[src/rtl/gib_pkg.sv]
package gib_pkg;
  localparam int ADDR_W = 6;

  // word index = byte address [5:2]
  typedef enum logic [3:0] {
    RI_IMASK = 4'd0,
    RI_DIR   = 4'd1,
    RI_OUT   = 4'd2,
    RI_TKIND = 4'd3,
    RI_EPOL  = 4'd4,
    RI_LPOL  = 4'd5,
    RI_SMASK = 4'd6,
    RI_SLVL  = 4'd7,
    RI_FLVL  = 4'd8,
    RI_STAT  = 4'd9,
    RI_ALT   = 4'd10,
    RI_SCFG  = 4'd11,
    RI_PINV  = 4'd12
  } reg_idx_e;
endpackage

[src/rtl/gib_regs.sv]
module gib_regs
  import gib_pkg::*;
#(
  parameter int N = 16
) (
  input  logic              clk,
  input  logic              rst_n,
  input  logic              reg_we,
  input  logic [ADDR_W-1:0] reg_addr,
  input  logic [N-1:0]      reg_wdata,
  output logic [N-1:0]      reg_rdata,
  input  logic [N-1:0]      stat_q,
  input  logic [N-1:0]      pin_sync,
  output logic [N-1:0]      mask_q,
  output logic [N-1:0]      dir_q,
  output logic [N-1:0]      out_q,
  output logic [N-1:0]      tkind_q,
  output logic [N-1:0]      epol_q,
  output logic [N-1:0]      lpol_q,
  output logic [N-1:0]      smask_q,
  output logic [N-1:0]      slvl_q,
  output logic [N-1:0]      flvl_q,
  output logic [N-1:0]      alt_q,
  output logic              auto_q,
  output logic [N-1:0]      stat_clr
);
  logic [3:0] idx;
  logic       word_ok;

  assign idx     = reg_addr[5:2];
  assign word_ok = (reg_addr[1:0] == 2'b00);

  always_ff @(posedge clk or negedge rst_n) begin
    if (!rst_n) begin
      mask_q  <= '1;
      dir_q   <= '0;
      out_q   <= '0;
      tkind_q <= '0;
      epol_q  <= '0;
      lpol_q  <= '0;
      smask_q <= '0;
      slvl_q  <= '0;
      flvl_q  <= '0;
      alt_q   <= '0;
      auto_q  <= 1'b0;
    end else if (reg_we && word_ok) begin
      case (idx)
        RI_IMASK: mask_q  <= reg_wdata;
        RI_DIR:   dir_q   <= reg_wdata;
        RI_OUT:   out_q   <= reg_wdata;
        RI_TKIND: tkind_q <= reg_wdata;
        RI_EPOL:  epol_q  <= reg_wdata;
        RI_LPOL:  lpol_q  <= reg_wdata;
        RI_SMASK: smask_q <= reg_wdata;
        RI_SLVL:  slvl_q  <= reg_wdata;
        RI_FLVL:  flvl_q  <= reg_wdata;
        RI_ALT:   alt_q   <= reg_wdata;
        RI_SCFG:  auto_q  <= reg_wdata[1];
        default:  ;
      endcase
    end
  end

  assign stat_clr = (reg_we && word_ok && idx == RI_STAT) ? reg_wdata : '0;

  always_comb begin
    reg_rdata = '0;
    if (word_ok) begin
      case (idx)
        RI_IMASK: reg_rdata = mask_q;
        RI_DIR:   reg_rdata = dir_q;
        RI_OUT:   reg_rdata = out_q;
        RI_TKIND: reg_rdata = tkind_q;
        RI_EPOL:  reg_rdata = epol_q;
        RI_LPOL:  reg_rdata = lpol_q;
        RI_SMASK: reg_rdata = smask_q;
        RI_SLVL:  reg_rdata = slvl_q;
        RI_FLVL:  reg_rdata = flvl_q;
        RI_STAT:  reg_rdata = stat_q;
        RI_ALT:   reg_rdata = alt_q;
        RI_SCFG:  reg_rdata = {{(N-2){1'b0}}, auto_q, 1'b0};
        RI_PINV:  reg_rdata = pin_sync;
        default:  reg_rdata = '0;
      endcase
    end
  end


  stat_write_isolated_chk: assert property (@(posedge clk) disable iff (!rst_n)
    (reg_we && word_ok && idx == RI_STAT) |=> ($stable(dir_q) && $stable(out_q) && $stable(mask_q)));
endmodule

[src/rtl/gib_detect.sv]
module gib_detect #(
  parameter int N = 16
) (
  input  logic         clk,
  input  logic         rst_n,
  input  logic [N-1:0] pin_in,
  input  logic [N-1:0] tkind_q,
  input  logic [N-1:0] epol_q,
  input  logic [N-1:0] lpol_q,
  input  logic [N-1:0] mask_q,
  input  logic [N-1:0] stat_clr,
  output logic [N-1:0] pin_sync,
  output logic [N-1:0] stat_q,
  output logic         irq
);
  localparam int WARM = 3;
  localparam int WW   = $clog2(WARM + 1);

  logic [N-1:0]  meta_q, sync_q, prev_q, evt;
  logic [WW-1:0] warm_q;
  logic          armed;

  assign armed = (warm_q == WW'(WARM));

  always_ff @(posedge clk or negedge rst_n) begin
    if (!rst_n) begin
      meta_q <= '0;
      sync_q <= '0;
      prev_q <= '0;
      warm_q <= '0;
    end else begin
      meta_q <= pin_in;
      sync_q <= meta_q;
      prev_q <= sync_q;
      if (!armed) warm_q <= warm_q + WW'(1);
    end
  end

  for (genvar g = 0; g < N; g++) begin : g_pin
    logic rise, fall, edge_hit, lvl_hit;
    assign rise     = sync_q[g] & ~prev_q[g];
    assign fall     = ~sync_q[g] & prev_q[g];
    assign edge_hit = epol_q[g] ? rise : fall;
    assign lvl_hit  = (sync_q[g] == lpol_q[g]);
    assign evt[g]   = armed & (tkind_q[g] ? edge_hit : lvl_hit);
  end

  always_ff @(posedge clk or negedge rst_n) begin
    if (!rst_n) stat_q <= '0;
    else        stat_q <= (stat_q & ~stat_clr) | evt;
  end

  assign pin_sync = sync_q;
  assign irq      = |(stat_q & ~mask_q);


  stat_set_by_event_chk: assert property (@(posedge clk) disable iff (!rst_n)
    (stat_q & ~$past(stat_q) & ~$past(evt)) == '0);

  clear_all_chk: assert property (@(posedge clk) disable iff (!rst_n)
    (stat_clr == '1 && evt == '0) |=> (stat_q == '0));

  masked_quiet_chk: assert property (@(posedge clk) disable iff (!rst_n)
    (&mask_q) |-> !irq);

  warmup_idle_chk: assert property (@(posedge clk) disable iff (!rst_n)
    !armed |-> (evt == '0));
endmodule

[src/rtl/gib_outmux.sv]
module gib_outmux #(
  parameter int N = 16
) (
  input  logic         clk,
  input  logic         rst_n,
  input  logic [N-1:0] dir_q,
  input  logic [N-1:0] out_q,
  input  logic [N-1:0] alt_q,
  input  logic [N-1:0] alt_in,
  input  logic [N-1:0] smask_q,
  input  logic [N-1:0] slvl_q,
  input  logic [N-1:0] flvl_q,
  input  logic         auto_q,
  input  logic         sleep_req,
  input  logic         batt_fault,
  output logic [N-1:0] pin_out,
  output logic [N-1:0] pin_oe
);
  logic sleep_on;
  assign sleep_on = sleep_req | auto_q;

  for (genvar g = 0; g < N; g++) begin : g_mux
    logic norm, use_slp;
    assign norm       = alt_q[g] ? alt_in[g] : out_q[g];
    assign use_slp    = sleep_on & ~smask_q[g];
    assign pin_out[g] = batt_fault ? flvl_q[g] : (use_slp ? slvl_q[g] : norm);
  end

  assign pin_oe = dir_q;


  fault_wins_chk: assert property (@(posedge clk) disable iff (!rst_n)
    batt_fault |-> (pin_out == flvl_q));

  sleep_unmasked_chk: assert property (@(posedge clk) disable iff (!rst_n)
    (!batt_fault && sleep_req) |-> ((pin_out & ~smask_q) == (slvl_q & ~smask_q)));
endmodule

[src/rtl/gpio_irq_bank.sv]
module gpio_irq_bank
  import gib_pkg::*;
#(
  parameter int N = 16
) (
  input  logic              clk,
  input  logic              rst_n,
  input  logic              reg_we,
  input  logic [ADDR_W-1:0] reg_addr,
  input  logic [N-1:0]      reg_wdata,
  output logic [N-1:0]      reg_rdata,
  input  logic [N-1:0]      pin_in,
  input  logic [N-1:0]      alt_in,
  input  logic              sleep_req,
  input  logic              batt_fault,
  output logic [N-1:0]      pin_out,
  output logic [N-1:0]      pin_oe,
  output logic              irq
);
  logic [N-1:0] mask_q, dir_q, out_q, tkind_q, epol_q, lpol_q;
  logic [N-1:0] smask_q, slvl_q, flvl_q, alt_q, stat_q, stat_clr, pin_sync;
  logic         auto_q;

  gib_regs #(.N(N)) u_regs (
    .clk(clk), .rst_n(rst_n), .reg_we(reg_we), .reg_addr(reg_addr),
    .reg_wdata(reg_wdata), .reg_rdata(reg_rdata), .stat_q(stat_q),
    .pin_sync(pin_sync), .mask_q(mask_q), .dir_q(dir_q), .out_q(out_q),
    .tkind_q(tkind_q), .epol_q(epol_q), .lpol_q(lpol_q), .smask_q(smask_q),
    .slvl_q(slvl_q), .flvl_q(flvl_q), .alt_q(alt_q), .auto_q(auto_q),
    .stat_clr(stat_clr)
  );

  gib_detect #(.N(N)) u_det (
    .clk(clk), .rst_n(rst_n), .pin_in(pin_in), .tkind_q(tkind_q),
    .epol_q(epol_q), .lpol_q(lpol_q), .mask_q(mask_q), .stat_clr(stat_clr),
    .pin_sync(pin_sync), .stat_q(stat_q), .irq(irq)
  );

  gib_outmux #(.N(N)) u_mux (
    .clk(clk), .rst_n(rst_n), .dir_q(dir_q), .out_q(out_q), .alt_q(alt_q),
    .alt_in(alt_in), .smask_q(smask_q), .slvl_q(slvl_q), .flvl_q(flvl_q),
    .auto_q(auto_q), .sleep_req(sleep_req), .batt_fault(batt_fault),
    .pin_out(pin_out), .pin_oe(pin_oe)
  );
endmodule

[config.mk]
export PLATFORM = sky130hd
export DESIGN_NAME = gpio_irq_bank
export DESIGN_NICKNAME = d
export VERILOG_FILES = /design/src/rtl/gib_pkg.sv /design/src/rtl/gib_regs.sv /design/src/rtl/gib_detect.sv /design/src/rtl/gib_outmux.sv /design/src/rtl/gpio_irq_bank.sv
export SDC_FILE = /design/constraint.sdc
export NUM_CORES = 1
export LEC_CHECK = 0
export ABC_AREA = 1
export BUFFER_PORTS_ARGS = -buffer_cell sky130_fd_sc_hd__clkbuf_2
export CORE_MARGIN = 3
export CORE_UTILIZATION = 27
export CTS_CLUSTER_DIAMETER = 200
export DETAILED_ROUTE_END_ITERATION = 7
export PLACE_DENSITY = 0.42
export SKIP_CTS_REPAIR_TIMING = 1
export SLEW_MARGIN = 0
export SYNTH_ARGS = -nofsm -noshare
export SYNTH_HDL_FRONTEND = slang
export SYNTH_SLANG_ARGS = --single-unit
export TNS_END_PERCENT = 10
[constraint.sdc]
create_clock -name clk -period 3 [get_ports clk]
set_clock_uncertainty 0.05 [all_clocks]
set_input_delay 0.15 -clock clk [delete_from_list [all_inputs] [get_ports clk]]
set_output_delay 0.15 -clock clk [all_outputs]
set_load 0.05 [all_outputs]
# Word level (Yosys, flattened, before mapping)
# Cells that the tools add are included.
[totals]
ff_bits = 227
wordCells = 263
[op_classes]
n_bitwise = 118
eq_ne = 29
n_addsub = 1
n_mux = 83
n_reduce_logical = 16
[ops]
columns = ["operator", "n"]
rows = [
  ["$pmux W16 S13", 1],
  ["$mux W1", 80],
  ["$and A1 B1 Y1", 64],
  ["$not A1 Y1", 48],
  ["$and A16 B16 Y16", 2],
  ["$mux W16", 2],
  ["$not A16 Y16", 2],
  ["$reduce_and A2 Y1", 11],
  ["$eq A4 B4 Y1 const B", 5],
  ["$eq A1 B1 Y1", 16],
  ["$eq A4 B3 Y1 const B", 4],
  ["$or A16 B16 Y16", 1],
  ["$reduce_or A16 Y1", 1],
  ["$eq A4 B2 Y1 const B", 2],
  ["$eq A4 B1 Y1 const B", 1],
  ["$logic_not A4 Y1", 1],
  ["$add A2 B1 Y2 const B", 1],
  ["$eq A2 B2 Y1 const B", 1],
  ["$logic_and A1 B1 Y1", 2],
  ["$logic_not A2 Y1", 1],
  ["$or A1 B1 Y1", 1],
]

# Longest topological paths before layout
[logic_depth]
word_depth = 7
ltp_mapped = 10
ltp_nobuf = 9

# Cells and area by module
# A second synthesis with hierarchy kept.
[unflattened]
cells_unflattened = 1572
area_unflattened_um2 = 11562.3
[modules_own_cells]
columns = ["module", "n_inst", "cells_each", "seq_area_each_um2", "area_per_inst_um2"]
rows = [
  ["gib_regs", 1, 1023, 4048.9, 7812.5],
  ["gib_detect", 1, 330, 1651.6, 2805.2],
  ["gib_outmux", 1, 219, 0.0, 944.7],
]

# Worst setup path after synthesis
# OpenSTA, ideal clock, no wires.
[synth_path]
kind = "reg2out"
from = "register u_regs.auto_q"
to = "output pin_out[1]"
slack_ns = 0.584
arrival_time_ns = 2.216
required_time_ns = 2.800
path_stages_with_launch = 7
path_cell_list = "dfrtp_1 nor2_1 clkbuf_1 nor2_1 inv_1 nor2_1 o21ai_0"
[synth_via]
elab_chain_len = 4
[synth_rtl]
columns = ["item", "line", "source"]
rows = [
  ["start, declared", "gib_regs.sv:24", "output logic auto_q,"],
  ["start signal, assigned", "gib_regs.sv:58", "RI_SCFG: auto_q <= reg_wdata[1];"],
  ["$or A1 B1 Y1", "gib_outmux.sv:20", "assign sleep_on = sleep_req | auto_q;"],
  ["$and A1 B1 Y1", "gib_outmux.sv:25", "assign use_slp = sleep_on & ~smask_q[g];"],
  ["$mux W1 (2 in series)", "gib_outmux.sv:26", "assign pin_out[g] = batt_fault ? flvl_q[g] : (use_slp ? slvl_q[g] : norm);"],
  ["end, declared", "gpio_irq_bank.sv:16", "output logic [N-1:0] pin_out,"],
]
# No other way between the ends.

# Final worst setup path
[layout_path]
from = "register u_regs.auto_q"
to = "output pin_out[7]"
# The elaborated chain is that of the path after synthesis.

==> flow_summary_export.csv <==
group,metric,value,unit
status,outcome,"completed",
power_and_ir_drop,power.density,652,nW/um2
logic_synthesis,syn-cell-area,10900,um2
clock_network,cts-htree-levels,1,
final_layout,multi_input_area,4550,um2
routing,totalWireLength,38000,um
setup_path,cpMostUsedCell,"sky130_fd_sc_hd__nor2_1",
routing,drt_drc_violations_left,0,
place,dp_cells,1975,
global_routing,grt_start_max_net_pins,64,
setup_path,critPathRequiredTime,2800,ps
final_layout,mostFrequentLayoutCells,"416 x sky130_fd_sc_hd__nand2_1, 238 x sky130_fd_sc_hd__o21ai_0, 211 x sky130_fd_sc_hd__dfrtp_1",
routing,routed_via_density,4.68,
global_routing,grt_first_pass_wirelength,59400,um
global_routing,grt_usage,0.176,
place,detailed_place_hpwl,26500,um
sta,max_slew.worst_pin.slew,899,ps
worst_hold_path,hold_path_start,"reg_wdata[10]",
sta,setup_tns,0,ps
floorplanning,die_y,207,um
final_layout,layout-area-overhead-vs-synth,20.5,%
setup_path,critical_path.reg2reg.startpoint,"u_det.warm_q[0]",
setup_path,path_buf_inv,3,
floorplanning,rows,73,
setup_path,critical_path_capture_point_type,"output port",
setup_path,worst_path_max_delay_cell,"sky130_fd_sc_hd__dfrtp_1",
final_layout,final.fill_count,4281,
final_layout,num_antenna_cells,0,
logic_synthesis,synth.area.top_cells,"sky130_fd_sc_hd__dfrtp_1 48%, sky130_fd_sc_hd__nand2_1 14%, sky130_fd_sc_hd__o21ai_0 11%, sky130_fd_sc_hd__nand3_1 7.2%, sky130_fd_sc_hd__nor2_1 4.0%",
clock_network,clock-sinks,227,
routing,vias,9544,
setup_path,critical_path.max_fanout,16,
setup_path,cp_top_family,"buffers and inverters",
final_layout,final_net_count,1556,
logic_synthesis,synth_nets,1462,
logic_synthesis,synthesis.yosys.warnings,0,
setup_path,regToRegSetupSlack,1740,ps
final_layout,post_route_cells_drive_above_1_share,0.139,
clock_network,tritoncts.num_buffers,27,
setup_path,criticalPathCategory,"flop to output port",
sta,layout_worst_path_cycle_share,0.814,
final_layout,finalCoreUtilization,0.331,
final_layout,seq_cell_area,5700,um2
logic_synthesis,synth_seq_cells,227,
power_and_ir_drop,worst_ir_drop_vdd,0.000351,V
sta,hold_fails_final_rpt,0,
routing,drt-wirelength-per-cell,18.6,um
setup_path,r2r.worst_path.cells,4,
clock_network,cts_tree,"yes",
logic_synthesis,synth_area_leader_cell,"sky130_fd_sc_hd__dfrtp_1",
floorplanning,core_area,39800,um2
setup_path,crit_path_cell_trace,"nor2_1 > buf_4 > nor2_1 > inv_1 > nor2_1 > o21ai_0 > clkbuf_2",
logic_synthesis,syn-mean-instance-area,7.79,um2
logic_synthesis,synth_cells,1402,
place,placement.setup.worst_slack,889,ps
sta,final_critical_delay_including_setup_and_external_delays,2440,ps
final_layout,layout.cells.most_common,"sky130_fd_sc_hd__nand2_1",
sta,setup-violations-final,0,
global_routing,gr_overflow_total,0,
floorplanning,die_w,207,um
flow_run,maxCapViolCount,0,
power_and_ir_drop,leakage,0.00671,uW
logic_synthesis,synth_seq_area_share,0.522,
clock_network,clock_tree.buffer_depth,3,
place,placement.io_buffers,107,
sta,grt_setup_unrepaired,"false",
place,place_congestion,0.840,
global_routing,antenna_found_initial,1,
logic_synthesis,synth_cell_types,25,
worst_hold_path,hp-class,"input pin to flop",
setup_path,reg2reg_to,"u_det.stat_q[8]",
routing,first_pass_iters,7,
floorplanning,io_pins,108,
final_layout,final-instance-count-excl-fill,2041,
clock_network,ctsRootBufferMaster,"sky130_fd_sc_hd__clkbuf_16",
sta,final_critical_path_setup_slack,558,ps
routing,final_antenna_net_count,0,
setup_path,timing.critical_path.from_type,"flop",
setup_path,worst_path_largest_cell_delay,430,ps
sta,slew_viol_final,0,
logic_synthesis,synth_top_area_share,0.483,
sta,max-slew-margin-rel,0.399,
sta,max_clock_freq,410,MHz
clock_network,clock_insertion_delay_worst_skew,540,ps
floorplanning,fp.dieArea,42900,um2
clock_network,clk_transition_reported_paths,60,ps
global_routing,via_count_of_the_first_global_routing_pass,9165,
floorplanning,starting_density_of_the_core,0.274,
worst_hold_path,holdPathEnd,"u_regs.out_q[10]",
worst_hold_path,hold_path_depth,3,
routing,detail_route.iter0.violations,683,
setup_path,cp_data_arrival_time,2240,ps
worst max-delay path by stage:
stage               endpoint  slack [ps]          start  depth (start not counted)
6_report          pin_out[7]         560  u_regs.auto_q                          7
5_1_grt           pin_out[7]         450  u_regs.auto_q                          7
4_1_cts           pin_out[6]         520  u_regs.auto_q                          7
3_5_place_dp   reg_rdata[12]         890    reg_addr[5]                         10
3_3_place_gp   reg_rdata[12]         870    reg_addr[5]                         10
2_1_floorplan     pin_out[1]         580  u_regs.auto_q                          6
per-layer routing:
layer  up-vias  track usage  routed length, um
met1      4513        0.280              19500
met4         0       0.0335                524
li1       4754            -                  -
met3        32       0.0226               1980
met5         -            0                  0
met2       245        0.256              15900
worst min-delay path: cells and delay by family:
family | cells | cell delay [ps]
buffers and inverters | 2 | 250
AOI/OAI and AO/OA | 1 | 210
kinds of logic after synthesis:
group                    Yosys count  share of synthesized area
AO/OA/AOI/OAI                    280                      0.130
XOR/XNOR                           1                   0.000802
adder cells (fa/ha/maj)            1                    0.00114
buffers and inverters            172                     0.0639
flip-flops                       227                      0.522
multiplexers                      17                     0.0157
AND/OR/NAND/NOR                  704                      0.267
report_power, final:
group | leakage, uW | switching, uW | internal (uW)
Clock | 0.000477 | 1320 | 2270
Combinational | 0.00341 | 867 | 390
Sequential | 0.00282 | 338 | 3400
Total | 0.00671 | 2530 | 6060
cells in the mapped netlist:
cell	number
sky130_fd_sc_hd__mux2i_1	16
sky130_fd_sc_hd__buf_2	36
sky130_fd_sc_hd__dfstp_2	16
sky130_fd_sc_hd__o22ai_1	8
sky130_fd_sc_hd__nor2_2	3
sky130_fd_sc_hd__or2_2	1
sky130_fd_sc_hd__xnor2_1	1
sky130_fd_sc_hd__nand2_1	416
sky130_fd_sc_hd__inv_1	88
sky130_fd_sc_hd__nand3_1	157
sky130_fd_sc_hd__nor2_4	1
sky130_fd_sc_hd__buf_1	2
sky130_fd_sc_hd__nor3_1	1
sky130_fd_sc_hd__clkbuf_1	45
sky130_fd_sc_hd__o211ai_1	1
sky130_fd_sc_hd__a31oi_1	1
sky130_fd_sc_hd__o21ai_0	238
sky130_fd_sc_hd__nand4_1	1
sky130_fd_sc_hd__mux2_2	1
sky130_fd_sc_hd__a21oi_1	32
sky130_fd_sc_hd__dfrtp_1	211
sky130_fd_sc_hd__nand2_4	8
sky130_fd_sc_hd__ha_1	1
sky130_fd_sc_hd__nor2_1	116
sky130_fd_sc_hd__buf_6	1
area by class of cell:
cell class | instances | share of cell area
clock buffers | 37 | 0.0572
clock inverters | 12 | 0.0162
inverters | 88 | 0.0251
multi-input cells | 1003 | 0.345
flip-flops and latches | 227 | 0.433
well taps | 525 | 0.0499
repair buffers | 149 | 0.0733
per-stage QoR:
step           hold slack [ps]  cell area (um2)  power [uW]
3_3_place_gp              93.0            12000        5030
2_1_floorplan             -196            10900        4530
5_1_grt                   81.4            13200        9050
6_report                  68.0            13200        8590
3_5_place_dp              95.8            12000        5050
4_1_cts                   -483            13000        8710
Power figures use the tool's default switching activity.
